<file path="src/rtl/ref_src_selector_pkg.sv">
package ref_src_selector_pkg;

  typedef enum logic [1:0] {
    OPM_AUTO  = 2'd0,
    OPM_HOLD  = 2'd1,
    OPM_RSV_A = 2'd2,
    OPM_RSV_B = 2'd3
  } opmode_e;

endpackage

</file>
<file path="src/rtl/ref_eligibility.sv">
// Per-input eligibility with a sticky rejection table for inputs that
// failed phase or range checks while in use.
module ref_eligibility #(
  parameter int N_REF  = 6,
  parameter int PRIO_W = 4,
  parameter int SEL_W  = 3
) (
  input  logic                    clk,
  input  logic                    rst_n,
  input  logic [N_REF*PRIO_W-1:0] prio_tbl,
  input  logic [N_REF-1:0]        act_ok,
  input  logic [SEL_W-1:0]        cur_idx,
  input  logic                    sel_phase_ok,
  input  logic                    sel_in_range,
  output logic [N_REF-1:0]        eligible
);

  logic loop_healthy;
  assign loop_healthy = sel_phase_ok & sel_in_range;

  for (genvar g = 0; g < N_REF; g++) begin : g_in
    logic              rej_q;
    logic              in_use;
    logic              has_prio;
    logic [PRIO_W-1:0] code;

    assign code     = prio_tbl[g*PRIO_W +: PRIO_W];
    assign has_prio = (code != '0);
    assign in_use   = (cur_idx == SEL_W'(g));

    // Clearing wins over setting: withdrawal by the monitor or by software
    // gives the input a fresh start.
    always_ff @(posedge clk or negedge rst_n) begin
      if (!rst_n) begin
        rej_q <= 1'b0;
      end else if (!act_ok[g] || !has_prio) begin
        rej_q <= 1'b0;
      end else if (in_use && !loop_healthy) begin
        rej_q <= 1'b1;
      end
    end

    assign eligible[g] = has_prio & act_ok[g] & ~rej_q & (~in_use | loop_healthy);
  end

endmodule

</file>
<file path="src/rtl/ref_prio_pick.sv">
// Finds the eligible input with the lowest nonzero code; ties go to the
// lowest index because only a strictly better code replaces the incumbent.
module ref_prio_pick #(
  parameter int N_REF  = 6,
  parameter int PRIO_W = 4,
  parameter int SEL_W  = 3
) (
  input  logic [N_REF*PRIO_W-1:0] prio_tbl,
  input  logic [N_REF-1:0]        eligible,
  output logic                    found,
  output logic [SEL_W-1:0]        pick_idx
);

  logic [PRIO_W-1:0] best;

  always_comb begin
    found    = 1'b0;
    pick_idx = '0;
    best     = '1;
    for (int i = 0; i < N_REF; i++) begin
      if (eligible[i] && (!found || (prio_tbl[i*PRIO_W +: PRIO_W] < best))) begin
        found    = 1'b1;
        best     = prio_tbl[i*PRIO_W +: PRIO_W];
        pick_idx = SEL_W'(i);
      end
    end
  end

endmodule

</file>
<file path="src/rtl/ref_sel_ctrl.sv">
// Resolves force, hold and automatic choice and registers the outputs.
module ref_sel_ctrl
  import ref_src_selector_pkg::*;
#(
  parameter int N_REF = 6,
  parameter int SEL_W = 3,
  parameter int IDX_W = 3
) (
  input  logic             clk,
  input  logic             rst_n,
  input  logic             found,
  input  logic [SEL_W-1:0] pick_idx,
  input  logic [IDX_W-1:0] force_idx,
  input  logic [1:0]       op_mode,
  output logic [SEL_W-1:0] sel_q,
  output logic             none_q,
  output logic             sw_q
);

  localparam logic [IDX_W-1:0] FORCE_LIM = IDX_W'(N_REF);

  logic             force_hit;
  logic             hold_req;
  logic [SEL_W-1:0] sel_d;
  logic             none_d;

  assign force_hit = (force_idx < FORCE_LIM);
  assign hold_req  = (opmode_e'(op_mode) == OPM_HOLD);

  always_comb begin
    sel_d  = sel_q;
    none_d = none_q;
    if (force_hit) begin
      sel_d  = SEL_W'(force_idx);
      none_d = 1'b0;
    end else if (!hold_req) begin
      if (found) begin
        sel_d  = pick_idx;
        none_d = 1'b0;
      end else begin
        none_d = 1'b1;
      end
    end
  end

  always_ff @(posedge clk or negedge rst_n) begin
    if (!rst_n) begin
      sel_q  <= '0;
      none_q <= 1'b1;
      sw_q   <= 1'b0;
    end else begin
      sel_q  <= sel_d;
      none_q <= none_d;
      sw_q   <= (sel_d != sel_q);
    end
  end

endmodule

</file>
<file path="src/rtl/ref_src_selector.sv">
module ref_src_selector #(
  parameter int N_REF  = 6,
  parameter int PRIO_W = 4,
  parameter int SEL_W  = $clog2(N_REF),
  parameter int IDX_W  = $clog2(N_REF + 1)
) (
  input  logic                    clk,
  input  logic                    rst_n,
  input  logic [N_REF*PRIO_W-1:0] prio_tbl,
  input  logic [N_REF-1:0]        act_ok,
  input  logic                    sel_phase_ok,
  input  logic                    sel_in_range,
  input  logic [IDX_W-1:0]        force_idx,
  input  logic [1:0]              op_mode,
  output logic [SEL_W-1:0]        sel_idx,
  output logic                    none_valid,
  output logic                    sw_pulse
);

  logic [N_REF-1:0] eligible;
  logic             found;
  logic [SEL_W-1:0] pick_idx;

  ref_eligibility #(.N_REF(N_REF), .PRIO_W(PRIO_W), .SEL_W(SEL_W)) u_elig (
    .clk          (clk),
    .rst_n        (rst_n),
    .prio_tbl     (prio_tbl),
    .act_ok       (act_ok),
    .cur_idx      (sel_idx),
    .sel_phase_ok (sel_phase_ok),
    .sel_in_range (sel_in_range),
    .eligible     (eligible)
  );

  ref_prio_pick #(.N_REF(N_REF), .PRIO_W(PRIO_W), .SEL_W(SEL_W)) u_pick (
    .prio_tbl (prio_tbl),
    .eligible (eligible),
    .found    (found),
    .pick_idx (pick_idx)
  );

  ref_sel_ctrl #(.N_REF(N_REF), .SEL_W(SEL_W), .IDX_W(IDX_W)) u_ctrl (
    .clk       (clk),
    .rst_n     (rst_n),
    .found     (found),
    .pick_idx  (pick_idx),
    .force_idx (force_idx),
    .op_mode   (op_mode),
    .sel_q     (sel_idx),
    .none_q    (none_valid),
    .sw_q      (sw_pulse)
  );

endmodule

</file>
<file path="config.mk">
export PLATFORM = sky130hd
export DESIGN_NAME = ref_src_selector
export DESIGN_NICKNAME = d
export VERILOG_FILES = /design/src/rtl/ref_src_selector_pkg.sv /design/src/rtl/ref_eligibility.sv /design/src/rtl/ref_prio_pick.sv /design/src/rtl/ref_sel_ctrl.sv /design/src/rtl/ref_src_selector.sv
export SDC_FILE = /design/constraint.sdc
export NUM_CORES = 1
export LEC_CHECK = 0
export BUFFER_PORTS_ARGS = -buffer_cell sky130_fd_sc_hd__buf_4
export CORE_MARGIN = 2
export CORE_UTILIZATION = 50
export CTS_CLUSTER_DIAMETER = 120
export DETAILED_ROUTE_END_ITERATION = 8
export PLACE_DENSITY = 0.82
export SLEW_MARGIN = 10
export SYNTH_ARGS = -nofsm -noshare
export SYNTH_HDL_FRONTEND = slang
export SYNTH_SLANG_ARGS = --single-unit
</file>
<file path="constraint.sdc">
create_clock -name clk -period 12.65 [get_ports clk]
set_input_delay 1.265 -clock clk [delete_from_list [all_inputs] [get_ports clk]]
set_output_delay 1.265 -clock clk [all_outputs]
set_load 0.02 [all_outputs]
</file>
======== After elaboration in Yosys (flattened, before gate mapping) ========
Cells that the tools add are included.
cells by class
  $lt $le $gt $ge ......................... 6
  eq/ne operators ......................... 8
  mux-type cells .......................... 34
  bitwise gates (word level) .............. 37
  reduce and logical (&&, ||, !) cells .... 53
operator list
  cell                                            number
  nonzero test 4 bit                              6
  two-way mux 1 bit                               22
  < comparator 4 bit                              5
  two-way mux 4 bit                               5
  AND 1 bit                                       19
  zero test 1 bit                                 18
  two-way mux 3 bit                               5
  NOT 1 bit                                       12
  nonzero test 2 bit                              6
  logical AND 1 bit                               11
  logical OR 1 bit                                11
  == test 3 x 2 -> 1 bit (second input constant)  2
  == test 3 bit (second input constant)           2
  bitwise OR 1 bit                                6
  two-way mux 2 bit                               2
  == test 3 x 1 -> 1 bit (second input constant)  1
  zero test 3 bit                                 1
  < comparator 3 bit (second input constant)      1
  != test 3 bit                                   1
  == test 2 x 1 -> 1 bit (second input constant)  1
  != test 2 x 1 -> 1 bit (second input constant)  1
word-level totals
  flip-flop bits (word level) ............. 11
  input port bits ......................... 39
  output and inout port bits .............. 5

======== Logic depth before layout (Yosys ltp) ========
  word-level depth ........................ 29
  gate-level depth with buffers ........... 44

======== Modules after synthesis ========
From an unflattened synthesis, not the netlist that was laid out.
second synthesis, totals
  cells, all modules ...................... 203
  area, all modules ....................... 1631.6 sq um
modules (own cells, without submodules)
  module           times used  cells each  area each (sq um)  sequential area each (sq um)
  ref_prio_pick    1           138         996.0              0.0
  ref_eligibility  1           35          334.1              150.1
  ref_sel_ctrl     1           30          301.5              126.4

======== Worst setup path before layout ========
OpenSTA, ideal clock, no wires.
  kind .................................... input -> register
  from .................................... in prio_tbl[0]
  to ...................................... reg u_ctrl.sel_q[0]
  library setup time ...................... 0.095 ns
  data arrival time ....................... 8.297 ns
  required time ........................... 12.555 ns
  path slack .............................. 4.258 ns
  cell stages on the path ................. 41
  path through ............................ o41ai_1 or3_1 buf_4 nor2_1 ha_1 a31oi_1 a21o_1 nand2_1 a21oi_1 inv_1 ha_1 a21oi_1 a31oi_1 a21o_1 or2_1 buf_2 mux2_2 inv_1 [... 5 more ...] nand2_1 inv_1 ha_1 a21o_1 a21oi_1 and2_1 o21ai_0 o21ai_0 mux2_4 nor2_1 a21oi_1 ha_1 a211o_1 nor2_1 nand3_1 o21ai_2 nor3_1 o31ai_1
between the ends
  longest elaborated chain between the ends .. 28
ends and longest elaborated chain
  what                                                           line                   source
  start, declared                                                ref_src_selector.sv:9  input logic [N_REF*PRIO_W-1:0] prio_tbl,
  nonzero test 4 bit                                             ref_eligibility.sv:28  assign has_prio = (code != '0);
  AND 1 bit (3 in a row)                                         ref_eligibility.sv:43  assign eligible[g] = has_prio & act_ok[g] & ~rej_q & (~in_use | loop_healthy);
  two-way mux 4 bit / two-way mux 1 bit (equally long branches)  ref_prio_pick.sv:21    if (eligible[i] && (!found || (prio_tbl[i*PRIO_W +: PRIO_W] < best))) begin
  < comparator 4 bit / zero test 1 bit (equally long branches)   ref_prio_pick.sv:21
  logical OR 1 bit                                               ref_prio_pick.sv:21
  logical AND 1 bit                                              ref_prio_pick.sv:21
  two-way mux 4 bit / two-way mux 1 bit (equally long branches)  ref_prio_pick.sv:21
  < comparator 4 bit / zero test 1 bit (equally long branches)   ref_prio_pick.sv:21
  [... 11 more ...]                                              --
  < comparator 4 bit / zero test 1 bit (equally long branches)   ref_prio_pick.sv:21
  logical OR 1 bit                                               ref_prio_pick.sv:21
  logical AND 1 bit                                              ref_prio_pick.sv:21
  two-way mux 3 bit / two-way mux 1 bit (equally long branches)  ref_prio_pick.sv:21
  two-way mux 3 bit (*)                                          ref_sel_ctrl.sv:37     if (found) begin
  two-way mux 3 bit (*)                                          ref_sel_ctrl.sv:36     end else if (!hold_req) begin
  two-way mux 3 bit (*)                                          ref_sel_ctrl.sv:33     if (force_hit) begin
  via u_ctrl.sel_d[0]                                            ref_sel_ctrl.sv:24     logic [SEL_W-1:0] sel_d;
  end signal, assigned                                           ref_sel_ctrl.sv:52     sel_q <= sel_d;
  end, declared                                                  ref_sel_ctrl.sv:15     output logic [SEL_W-1:0] sel_q,
The timed path passes the listed nets; every way through them passes the cells marked *.
A chain may end at the register's enable or synchronous reset.

======== Worst setup path in the final report ========
Same ends and word-level chain as after synthesis.

==> run_results.csv <==
group,metric,value,unit
routing,route.met3.wl,269,um
critical_path,crit_path_max_incr_delay,0.52,ns
sta,skew,0.00138,ns
global_routing,antenna_found_initial,0,
clock_network,clockBufferDepth,2,
routing,routed_wl,4420,um
critical_path,crit_top_cell,"ha_1",
power_and_ir_drop,p_per_area,105,nW/um^2
layout,mostFrequentLayoutCells,"buf_4 (43), a21oi_1 (22), nor2_1 (20)",
critical_path,crit_path_max_fanout,10,
sta,setup_tns,0,ns
clock_network,cts_tree,"done",
critical_path,worstSetupEndpointType,"flip-flop",
layout,final_common_cell,"buf_4",
min_path,worstHoldPathType,"flip-flop to flip-flop",
synthesis,synthArstFlopShare,100,%
global_routing,grt_pass1_wl,7220,um
layout,drive_gt1_share,21.5,%
routing,drtIter0Drc,138,
synthesis,postSynthAreaPerCell,7.43,um^2
routing,vias,1872,
sta,hold_viol,0,
synthesis,syn_area,1650,um^2
placed_design,numPlacedInstances,305,
synthesis,syn-instance-count,222,
synthesis,ys_types,54,
job,cap_violations,0,
routing,drtPass1Iterations,4,
clock_network,h-tree-depth,1,
routing,drt-wirelength-per-cell,14.3,um
sta,worst_hold_slack,0.508,ns
outcome,status,"finished, final reports clean",
critical_path,worstSetupStartpoint,"prio_tbl[0]",
clock_network,clk_latency,0.27,ns
clock_network,post_cts_buffers,0,
critical_path,crit_path_end,"u_ctrl.sel_q[0]",
critical_path,regToRegEndpoint,"u_ctrl.sel_q[0]",
clock_network,clkTransAtPathRegs,0.07,ns
layout,antenna_cells,0,
critical_path,r2r_start,"u_ctrl.sel_q[0]",
synthesis,synth-edff-count,0,
routing,topRoutingLayerUsed,"met4",
floorplanning,coreArea,3100,um^2
floorplanning,ioPinCount,44,
floorplanning,die_area,3770,um^2
global_routing,grt_pass1_vias,1711,
routing,wl_met1,1990,um
sta,rsz0062_at_grt,"false",
placed_design,gp_congestion,0.952,
floorplanning,rows,20,
critical_path,critPathKind,"input pin to flip-flop",
placed_design,port_buffers,43,
sta,period_minus_slack,9.32,ns
sta,finalMaxSlewViolations,0,
layout,finalNonFillerCells,309,
placed_design,dp_hpwl,3630,um
critical_path,critPathSlowestCell,"o41ai_1",
synthesis,yosysWarnings,0,
routing,route.met2.wl,2130,um
global_routing,grt_max_degree,13,
floorplanning,start_util,53.1,%
floorplanning,die_w,61.4,um
floorplanning,die_h,61.4,um
layout,layout.nets,314,
critical_path,crit_required,12.82,ns
global_routing,grt_usage,25.1,%
synthesis,synth_ff_type,"dfrtp_1",
sta,final-setup-viol-count,0,
critical_path,r2r_cells,39,
sta,tightest_slew,0.599,ns
routing,viasPerCell,6.06,
clock_network,holdBufCountCts,0,
routing,ant_nets,0,
critical_path,cp-start-kind,"input pin",
routing,drc,0,
clock_network,numClockSinks,11,
synthesis,synth_seq_cells,11,
sta,min_period_over_period,73.7,%
clock_network,cts-root-buf,"clkbuf_4",
synthesis,syn_nets,270,
clock_network,cts_made_buffers,3,
power_and_ir_drop,vdd_drop_max,82.0,uV
synthesis,seq_area_frac_synth,16.8,%
power_and_ir_drop,p_leak,0.969,nW
sta,fmax,107,MHz
critical_path,arrival,9.49,ns
layout,area_growth,23.2,%
critical_path,regToRegSetupSlack,3.93,ns
sta,slew_headroom,59.5,%
clock_network,cts_repair_resize_count,0,
global_routing,grt_overflow,0,
==> power by group <==
part / internal, mW / leakage [nW] / switching, mW
Combinational: 0.0633 / 0.815 / 0.0801
Clock: 0.0122 / 0.0150 / 0.0122
Sequential: 0.0394 / 0.139 / 0.00582
Total: 0.115 / 0.969 / 0.0982
==> flip-flops by register name (all words and copies together), names as in the netlist <==
register and count:
u_elig.g_in.rej_q 6, u_ctrl.sel_q 3, u_ctrl.none_q 1, u_ctrl.sw_q 1
==> stage by stage <==
stage	utilization, %	instance area [um^2]	setup slack [ns]	power (mW)
after floorplan	-	1650	4.26	0.150
after global placement	64.6	2010	3.30	0.186
after detailed placement	64.6	2010	3.11	0.188
after CTS	65.5	2030	3.39	0.213
after global routing	65.5	2030	2.59	0.234
final	65.5	2030	3.33	0.213
==> worst max-delay path: cells and delay by family <==
family	cells	cell delay, ns
adder cells (fa/ha/maj)	5	1.47
AO/OA/AOI/OAI	18	4.14
AND/OR/NAND/NOR	11	1.58
multiplexers	2	0.71
buffers and inverters	4	0.32
==> area by class of cell <==
type	count	area [um^2]
clock buffer	4	26.3
fill	303	1070
inverter	17	63.8
multi-input combinational	190	1290
sequential	11	277
tap	44	55.1
timing repair buffer	43	323
==> Yosys cell counts (6+ instances only) <==
cell type,n,area (um^2)
nand3_1,7,35.0
a21o_1,6,45.0
ha_1,9,113
o21ai_0,15,75.1
inv_1,17,63.8
a21oi_1,22,110
dfrtp_1,10,250
nand2b_1,8,50.1
or3_1,6,37.5
nor3_1,9,45.0
nor2_1,20,75.1
nand2_1,18,67.6
==> cells by family (layout without fill, tap and decap cells) <==
kind of cell               Yosys count  in the layout  share of synthesized area [%]
AOI/OAI and AO/OA                   93             93                           41.8
and+or+nand+nor                     78             78                           23.0
buffers and inverters               21             64                           5.16
adders and majority gates           11             11                           8.04
DFF                                 11             11                           16.8
muxes                                7              7                           4.70
xor gates and xnor gates             1              1                          0.531
==> how the worst min path moves through the flow <==
stage | from | end | slack (ns) | cells past startpoint
final | u_ctrl.none_q | u_ctrl.none_q | 0.51 | 2
after global routing | u_ctrl.none_q | u_ctrl.none_q | 0.54 | 2
after CTS | u_ctrl.none_q | u_ctrl.none_q | 0.51 | 2
after detailed placement | u_ctrl.none_q | u_ctrl.none_q | 0.50 | 2
after global placement | u_elig.g_in[5].rej_q | u_elig.g_in[5].rej_q | 0.49 | 2
after floorplan | u_elig.g_in[5].rej_q | u_elig.g_in[5].rej_q | 0.48 | 2
==> layer usage <==
metal / up-vias / GRT usage, %
li1: 938 / -
met4: 0 / 5.17
met3: 6 / 4.62
met1: 860 / 33.1
met2: 68 / 43.2
met5: - / 0
No activity file was read; power rests on OpenSTA's default activity.
